## src/rtl/wrs_pkg.sv

```systemverilog
package wrs_pkg;

    typedef enum logic [1:0] {
        ST_IDLE = 2'd0,
        ST_SCAN = 2'd1,
        ST_FAB  = 2'd2,
        ST_HOLD = 2'd3
    } wrs_state_e;

    // control register bit positions (software-visible contract)
    localparam int B_SCAN_EN  = 12;
    localparam int B_FAB_ACK  = 10;
    localparam int B_IDLE_REQ = 9;
    localparam int B_FAB_EN   = 8;
    localparam int B_SR_ACK   = 6;
    localparam int B_SR_REQ   = 5;

    // synchronizer lane assignment
    localparam int N_SYNC     = 6;
    localparam int S_TRIG     = 0;
    localparam int S_SCAN_ACK = 1;
    localparam int S_FAB_ACK  = 2;
    localparam int S_SCAN_RST = 3;
    localparam int S_FAB_RST  = 4;
    localparam int S_MEM_ACK  = 5;

    typedef struct packed {
        logic scan_en;
        logic fab_en;
        logic idle_req;
        logic sr_req;
    } wrs_ctrl_t;

endpackage

```

## src/rtl/wrs_sync.sv

```systemverilog
module wrs_sync #(
    parameter int W      = 1,
    parameter int STAGES = 2
) (
    input  logic         clk,
    input  logic         rst_n,
    input  logic [W-1:0] d,
    output logic [W-1:0] q
);
    logic [STAGES-1:0][W-1:0] stg_q;

    always_ff @(posedge clk or negedge rst_n) begin
        if (!rst_n) begin
            stg_q <= '0;
        end else begin
            stg_q[0] <= d;
            for (int i = 1; i < STAGES; i++) begin
                stg_q[i] <= stg_q[i-1];
            end
        end
    end

    assign q = stg_q[STAGES-1];
endmodule

```

## src/rtl/wrs_ctrl_reg.sv

```systemverilog
module wrs_ctrl_reg
    import wrs_pkg::*;
(
    input  logic        clk,
    input  logic        rst_n,
    input  logic        wr_en,
    input  logic [31:0] wdata,
    input  logic        fab_ack_s,
    input  logic        mem_ack_s,
    output logic [31:0] rdata,
    output wrs_ctrl_t   ctrl
);
    wrs_ctrl_t ctrl_d, ctrl_q;

    always_comb begin
        ctrl_d = ctrl_q;
        if (wr_en) begin
            ctrl_d.scan_en  = wdata[B_SCAN_EN];
            ctrl_d.fab_en   = wdata[B_FAB_EN];
            ctrl_d.idle_req = wdata[B_IDLE_REQ];
            ctrl_d.sr_req   = wdata[B_SR_REQ];
        end
    end

    always_ff @(posedge clk or negedge rst_n) begin
        if (!rst_n) ctrl_q <= '0;
        else        ctrl_q <= ctrl_d;
    end

    always_comb begin
        rdata             = '0;
        rdata[B_SCAN_EN]  = ctrl_q.scan_en;
        rdata[B_FAB_ACK]  = fab_ack_s;
        rdata[B_IDLE_REQ] = ctrl_q.idle_req;
        rdata[B_FAB_EN]   = ctrl_q.fab_en;
        rdata[B_SR_ACK]   = mem_ack_s;
        rdata[B_SR_REQ]   = ctrl_q.sr_req;
    end

    assign ctrl = ctrl_q;
endmodule

```

## src/rtl/warm_rst_seq.sv

```systemverilog
module warm_rst_seq
    import wrs_pkg::*;
#(
    parameter int TO_W        = 8,
    parameter int HOLD_CYCLES = 8,
    parameter int SYNC_STAGES = 2
) (
    input  logic            clk,
    input  logic            rst_n,
    input  logic            reg_wr_en,
    input  logic [31:0]     reg_wdata,
    output logic [31:0]     reg_rdata,
    input  logic [TO_W-1:0] tmo_limit_i,
    input  logic            warm_trig_i,
    input  logic            scan_in_rst_i,
    input  logic            fab_in_rst_i,
    input  logic            scan_ack_i,
    input  logic            fab_ack_i,
    input  logic            mem_sr_ack_i,
    output logic            scan_req_o,
    output logic            fab_req_o,
    output logic            mem_sr_req_o,
    output logic            warm_rst_o,
    output logic            hs_timeout_o
);
    localparam int HOLD_W = $clog2(HOLD_CYCLES + 1);
    localparam int CNT_W  = ((TO_W > HOLD_W) ? TO_W : HOLD_W) + 1;

    typedef struct packed {
        wrs_state_e       st;
        logic [CNT_W-1:0] cnt;
        logic             fab_need;
        logic             trig_prev;
        logic             tmo;
    } seq_t;

    logic [N_SYNC-1:0] raw, syn;
    wrs_ctrl_t         ctrl;
    seq_t              seq_d, seq_q;
    logic [CNT_W-1:0]  cnt_inc;
    logic              hs_last, hold_last, trig_rise;
    logic              scan_need, fab_need;

    always_comb begin
        raw             = '0;
        raw[S_TRIG]     = warm_trig_i;
        raw[S_SCAN_ACK] = scan_ack_i;
        raw[S_FAB_ACK]  = fab_ack_i;
        raw[S_SCAN_RST] = scan_in_rst_i;
        raw[S_FAB_RST]  = fab_in_rst_i;
        raw[S_MEM_ACK]  = mem_sr_ack_i;
    end

    wrs_sync #(.W(N_SYNC), .STAGES(SYNC_STAGES)) u_sync (
        .clk   (clk),
        .rst_n (rst_n),
        .d     (raw),
        .q     (syn)
    );

    wrs_ctrl_reg u_reg (
        .clk       (clk),
        .rst_n     (rst_n),
        .wr_en     (reg_wr_en),
        .wdata     (reg_wdata),
        .fab_ack_s (syn[S_FAB_ACK]),
        .mem_ack_s (syn[S_MEM_ACK]),
        .rdata     (reg_rdata),
        .ctrl      (ctrl)
    );

    assign cnt_inc   = seq_q.cnt + 1'b1;
    assign hs_last   = cnt_inc >= CNT_W'(tmo_limit_i);
    assign hold_last = seq_q.cnt == CNT_W'(HOLD_CYCLES - 1);
    assign trig_rise = syn[S_TRIG] && !seq_q.trig_prev;
    assign scan_need = ctrl.scan_en && !syn[S_SCAN_RST];
    assign fab_need  = ctrl.fab_en  && !syn[S_FAB_RST];

    always_comb begin
        seq_d           = seq_q;
        seq_d.trig_prev = syn[S_TRIG];
        unique case (seq_q.st)
            ST_IDLE: begin
                seq_d.cnt = '0;
                if (trig_rise) begin
                    seq_d.fab_need = fab_need;
                    if (scan_need)     seq_d.st = ST_SCAN;
                    else if (fab_need) seq_d.st = ST_FAB;
                    else               seq_d.st = ST_HOLD;
                end
            end
            ST_SCAN: begin
                seq_d.cnt = cnt_inc;
                if (syn[S_SCAN_ACK] || hs_last) begin
                    if (!syn[S_SCAN_ACK]) seq_d.tmo = 1'b1;
                    seq_d.cnt = '0;
                    seq_d.st  = seq_q.fab_need ? ST_FAB : ST_HOLD;
                end
            end
            ST_FAB: begin
                seq_d.cnt = cnt_inc;
                if (syn[S_FAB_ACK] || hs_last) begin
                    if (!syn[S_FAB_ACK]) seq_d.tmo = 1'b1;
                    seq_d.cnt = '0;
                    seq_d.st  = ST_HOLD;
                end
            end
            ST_HOLD: begin
                seq_d.cnt = cnt_inc;
                if (hold_last) begin
                    seq_d.cnt = '0;
                    seq_d.st  = ST_IDLE;
                end
            end
            default: seq_d.st = ST_IDLE;
        endcase
    end

    always_ff @(posedge clk or negedge rst_n) begin
        if (!rst_n) seq_q <= '{st: ST_IDLE, default: '0};
        else        seq_q <= seq_d;
    end

    assign scan_req_o   = seq_q.st == ST_SCAN;
    assign fab_req_o    = (seq_q.st == ST_FAB) || ctrl.idle_req;
    assign warm_rst_o   = seq_q.st == ST_HOLD;
    assign mem_sr_req_o = ctrl.sr_req;
    assign hs_timeout_o = seq_q.tmo;
endmodule

```

## config.mk

```make
export PLATFORM = sky130hd
export DESIGN_NAME = warm_rst_seq
export DESIGN_NICKNAME = d
export VERILOG_FILES = /design/src/rtl/wrs_pkg.sv /design/src/rtl/wrs_sync.sv /design/src/rtl/wrs_ctrl_reg.sv /design/src/rtl/warm_rst_seq.sv
export SDC_FILE = /design/constraint.sdc
export NUM_CORES = 1
export LEC_CHECK = 0
export BUFFER_PORTS_ARGS = -buffer_cell sky130_fd_sc_hd__buf_2
export CAP_MARGIN = 20
export CORE_UTILIZATION = 30
export DETAILED_ROUTE_END_ITERATION = 7
export SLEW_MARGIN = 10
export SYNTH_ARGS = -nofsm -noshare
export SYNTH_HDL_FRONTEND = slang
export SYNTH_SLANG_ARGS = --single-unit
```

## constraint.sdc

```tcl
create_clock -name clk -period 5.29 [get_ports clk]
set_clock_uncertainty 0.15 [all_clocks]
set_input_delay 0.529 -clock clk [delete_from_list [all_inputs] [get_ports clk]]
set_output_delay 0.529 -clock clk [all_outputs]
set_load 0.005 [all_outputs]
```

* Word-level counts from Yosys, hierarchy flattened
Index checks and enable logic that the tools add are counted.
Cells by class: add/sub/neg operators 1, $mul 0, divide/modulo/power cells 0, reductions and logical operators 14, bitwise gates (word level) 0, order comparisons 1, equal/unequal tests 10, shift operators 0, muxes and demuxes 13
Operators by type and width (number):
- 11-bit one-hot mux with 4 select lines | 1
- 11-bit 2-to-1 mux | 3
- 9-bit by 1-bit adder with 9-bit output, second input constant | 1
- 9-bit by 3-bit equality test with 1-bit output, second input constant | 1
- 9-bit by 8-bit greater-or-equal comparator with 1-bit output | 1
- 2-bit != test, second input constant | 4
- 1-bit 2-to-1 mux | 6
- 5-bit AND reduction | 1
- 2-bit equality test, second input constant | 2
- 2-bit 2-to-1 mux | 2
- 2-bit by 1-bit != test with 1-bit output, second input constant | 2
- 4-bit AND reduction | 1
- 1-bit logical AND | 3
- 1-bit logical NOT | 3
- 1-bit logical OR | 3
- 2-bit by 1-bit equality test with 1-bit output, second input constant | 1
- 2-bit logical NOT | 1
- 1-bit one-hot mux with 2 select lines | 1
- 2-bit AND reduction | 1
- 2-bit nonzero test | 1
Storage, ports and cells: word-level logic and storage cells 50, ROM bits 0, register bits after elaboration 30, input bits 49, latch bits 0, bits in writable memories 0, memories kept 0, output and inout port bits 37

* Depth between registers and ports, before layout
depth after elaboration 6, depth in mapped cells 11, gate-level depth less buffers 11

* Hierarchy
Synthesis repeated with hierarchy kept, for this count alone.
Second synthesis, totals: cell total of the unflattened synthesis 159, area, all modules 1699.1 sq um
Modules (own cells, without submodules):
- warm_rst_seq | area an instance 964.7 sq um, cells each 100, instances 1, sequential area each 350.3 sq um
- wrs_ctrl_reg | area an instance 389.1 sq um, cells each 41, instances 1, sequential area each 100.1 sq um
- wrs_sync | area an instance 345.3 sq um, cells each 18, instances 1, sequential area each 300.3 sq um

* Least setup slack after synthesis
No wires, ideal clock.
path type register -> register, start point reg seq_q[3] (netlist name), end point reg seq_q[13] (netlist name), setup time 126 ps, stages on the path, launching flop included 11, path slack 2579 ps, buffers on the path 0, data required time 5014 ps, arrival time 2435 ps, clock period less this slack 2711 ps, cell sequence dfrtp_1 ha_1 nand3_1 xor2_1 inv_1 ha_1 a211oi_1 o211ai_1 o221a_2 or3_1 a221o_1
Between the ends: longest elaborated chain between the ends 5, elaborated cells on any way between the ends 9, those cells by class 1 x add/sub; 1 x order compare; 4 x eq/ne; 3 x reduce/logical
Ends and longest elaborated chain:
- start, declared | RTL line warm_rst_seq.sv:39 | seq_t seq_d, seq_q;
- start signal, assigned | RTL line warm_rst_seq.sv:121 | else seq_q <= seq_d;
- 9-bit by 1-bit adder with 9-bit output | RTL line warm_rst_seq.sv:72 | assign cnt_inc = seq_q.cnt + 1'b1;
- 9-bit by 8-bit greater-or-equal comparator with 1-bit output | RTL line warm_rst_seq.sv:73 | assign hs_last = cnt_inc >= CNT_W'(tmo_limit_i);
- 1-bit logical OR, on equally long branches | RTL line warm_rst_seq.sv:102, warm_rst_seq.sv:94
- 2-bit != test (no source line) or 2-bit by 1-bit != test with 1-bit output (tied branches)
- 4-bit AND reduction (no source line) (*)
Mark *: on every way between the ends. The rest lies on a longest branch, timed or not. A chain may end at the register's enable or synchronous reset.

* Worst setup path in the final report
Ends and elaborated chain as after synthesis.

==> results.py <==
metrics = {
    "cts": {
        "cts_root_buf": "clkbuf_8",
        "clockBufferDepth": 2,
        "cts_resized": 0,
        "clock-sinks": 30,
        "hold_buffers": 0,
        "numCtsBuffers": 5,
        "path_clk_slew_ps": 70,
        "clock_latency_ps": 280,
        "cts-htree-levels": 2,
        "cts_tree": "yes",
        "cts_setup_buffers": 0,
    },
    "final_layout": {
        "final_area_mm2": 0.00184,
        "area_growth_pct": 12.9,
        "antenna_cells": 0,
        "multi_input_area_um2": 694,
        "post-route-util_pct": 35.6,
        "seqCellArea_um2": 751,
        "n_fill_cell": 528,
        "nets": 250,
        "drive_above_1_share_pct": 25.9,
    },
    "grt": {
        "track_usage_pct": 11.0,
        "grt_pass1_wl_um": 4530,
        "grt_overflow": 0,
        "grt_pass1_vias": 1056,
        "grt_max_degree": 31,
        "antenna_found_initial": 0,
    },
    "synth": {
        "synth_compound_area_share_pct": 9.83,
        "synthSimpleGateAreaFrac_pct": 13.2,
        "synth.avg_cell_area_um2": 10.2,
        "synthMuxAreaShare_pct": 3.46,
        "yosys.area_share.adder_pct": 6.91,
        "synth_top_family_by_area": "buffers and inverters",
        "yosysUniqueCellTypes": 37,
        "synth_edf_count": 0,
        "async_flop_share_pct": 100,
        "ys_ff_latch": 30,
        "yosys_most_used_dff": "dfrtp_1",
        "synth_area_mm2": 0.00163,
        "synth_xor_area_share_pct": 3.23,
        "ys_seq_area_share_pct": 46.1,
        "yosysWarnings": 0,
        "syn_inst": 159,
    },
    "timing": {
        "post-route-min-period_ps": 2960,
        "rsz0062_at_grt": "false",
        "tns_ps": 0,
        "whs_ps": 120,
        "finalSetupViolCount": 0,
        "worst_pin_slew_ps": 734,
        "hold_viol_final": 0,
        "post-route-period-util_pct": 56.0,
        "slew_headroom_pct": 50.5,
        "max_freq_mhz": 337,
        "maxSlewViolCount": 0,
    },
    "die": {
        "pin_count": 86,
        "initial_core_util_pct": 31.5,
        "fp-row-count": 26,
        "coreArea_mm2": 0.00517,
        "die_width_um": 75.7,
        "dieHeight_um": 75.7,
        "die_area_mm2": 0.00573,
    },
    "critical_path": {
        "crit_top_cell": "ha_1",
        "cpPeakStageDelay_ps": 430,
        "reg2reg_from": "seq_q[3]",
        "worstSetupEndpointType": "flip-flop",
        "path_cells": "ha_1 > nand3_1 > xor2_1 > inv_1 > ha_1 > a211oi_1 > o211ai_1 > o221a_2 > or3_1 > a221o_1",
        "worstPathArrival_ps": 2990,
        "reg2reg_depth": 10,
        "r2r_setup_slack_ps": 2330,
        "critPathLaunchType": "flip-flop",
        "slowest_stage": "dfrtp_1",
        "crit_type": "flip-flop to flip-flop",
        "cp_max_fo": 4,
        "r2r-end": "seq_q[13]",
        "cp.required_ps": 5310,
    },
    "pwr": {
        "p_leak_nw": 0.976,
        "vdd_drop_max_uv": 182,
        "powerDensity_mw_per_mm2": 351,
        "finalPower_uw": 645,
    },
    "min_path": {
        "hold_class": "primary input to async pin",
    },
    "route": {
        "vias_per_cell": 4.18,
        "drt_iter0_drc": 27,
        "postRouteAntennaNets": 0,
        "first_pass_iters": 4,
        "vias": 1100,
        "drt-total-wl_um": 2740,
        "post_drt_wl_per_cell_um": 10.4,
        "drcViolationCount": 0,
    },
    "placement": {
        "dpl.hpwl_um": 2080,
        "routabilityCongestion": 0.805,
        "numPortBuffers": 31,
        "dpl-instance-area_mm2": 0.00174,
    },
    "outcome": {
        "outcome": "finished, final reports clean",
    },
    "flow_run": {
        "cap_violations": 0,
    },
}
-- worst max-delay path: cells and delay by family (launching register included) --
family | cells | cell delay, ps
xor gates and xnor gates | 1 | 220
and+or+nand+nor | 2 | 460
AOI/OAI and AO/OA | 4 | 930
DFF | 1 | 430
buffers and inverters | 1 | 70
adders and majority gates | 2 | 580
-- routing by layer --
layer	up-vias	track usage (%)	wire length (um)
li1	547	-	-
met1	514	12.2	1190
met2	34	19.3	1390
met3	5	3.57	115
met4	0	4.94	42
met5	-	0	0
-- flip-flops by register name, indices dropped and copies added, names as in the netlist --
signal	flops
hs_timeout_o	1
u_sync.q	6
seq_q	13
u_reg.ctrl	4
u_sync.stg_q	6
-- stage by stage --
stage | setup slack, ps | std cells
2_1_floorplan | 2580 | 184
3_3_place_gp | 2350 | 255
3_5_place_dp | 2360 | 255
4_1_cts | 2340 | 263
5_1_grt | 2160 | 263
6_report | 2330 | 263
-- report_power, final --
group	internal, mW	switching (mW)	leakage [nW]
logic	0.0761	0.0876	0.557
registers	0.259	0.0297	0.372
clock network	0.104	0.0884	0.0472
total	0.439	0.206	0.976
-- Yosys cell counts, types with 2 or more instances --
cell type / count / area, um2
a211oi_1: 3 / 22.5
a21oi_1: 3 / 15.0
and2_1: 2 / 12.5
buf_4: 29 / 218
dfrtp_1: 30 / 751
ha_1: 9 / 113
inv_1: 14 / 52.6
mux2_2: 5 / 56.3
nand2_1: 6 / 22.5
nand2b_1: 3 / 18.8
nand3_1: 4 / 20.0
nand4_1: 2 / 12.5
nor2_1: 15 / 56.3
nor2b_1: 2 / 12.5
nor3_1: 2 / 10.0
o211ai_1: 2 / 15.0
o21a_1: 3 / 22.5
o21ai_1: 2 / 10.0
xnor2_1: 4 / 35.0
xor2_1: 2 / 17.5
-- cells in the final DEF (no fill, tap or decap), types with 2 or more instances in the layout --
| cell | netlist | final |
|---|---|---|
| dfrtp_1 | 30 | 30 |
| buf_2 | 0 | 31 |
| nor3_1 | 2 | 2 |
| a21oi_1 | 3 | 3 |
| a211oi_1 | 3 | 3 |
| mux2_2 | 5 | 5 |
| nand4_1 | 2 | 2 |
| nor2b_1 | 2 | 2 |
| nor2_1 | 15 | 15 |
| nand2_1 | 6 | 6 |
| o211ai_1 | 2 | 2 |
| and2_1 | 2 | 2 |
| xnor2_1 | 4 | 4 |
| o21a_1 | 3 | 3 |
| xor2_1 | 2 | 2 |
| conb_1 | 1 | 26 |
| o21ai_1 | 2 | 2 |
| ha_1 | 9 | 9 |
| nand2b_1 | 3 | 3 |
| nand3_1 | 4 | 4 |
| clkbuf_8 | 0 | 6 |
| inv_1 | 14 | 14 |
-- worst max-delay path by stage --
stage               cells after the start        end  slack (ps)  startpoint
finish                                 10  seq_q[13]        2330    seq_q[3]
floorplan                              10  seq_q[13]        2580    seq_q[3]
global placement                       10  seq_q[13]        2350    seq_q[3]
CTS                                    11  seq_q[13]        2340    seq_q[3]
global route                           10  seq_q[13]        2160    seq_q[3]
detailed placement                     11  seq_q[13]        2360    seq_q[3]
-- final cells by class --
class	instances	share of cell area, %
Clock buffer	6	4.49
Clock inverter	2	0.680
Inverter	15	3.06
Multi-Input combinational cell	109	37.8
Sequential cell	30	40.8
Tap cell	70	4.76
Timing Repair Buffer	31	8.44
-- logic make-up after synthesis --
group	Yosys count
compound gates	21
xor+xnor	6
fa+ha+maj	9
buf+inv	45
flops	30
mux	5
other cells	1
simple gates	42
Power figures use the tool's default switching activity.
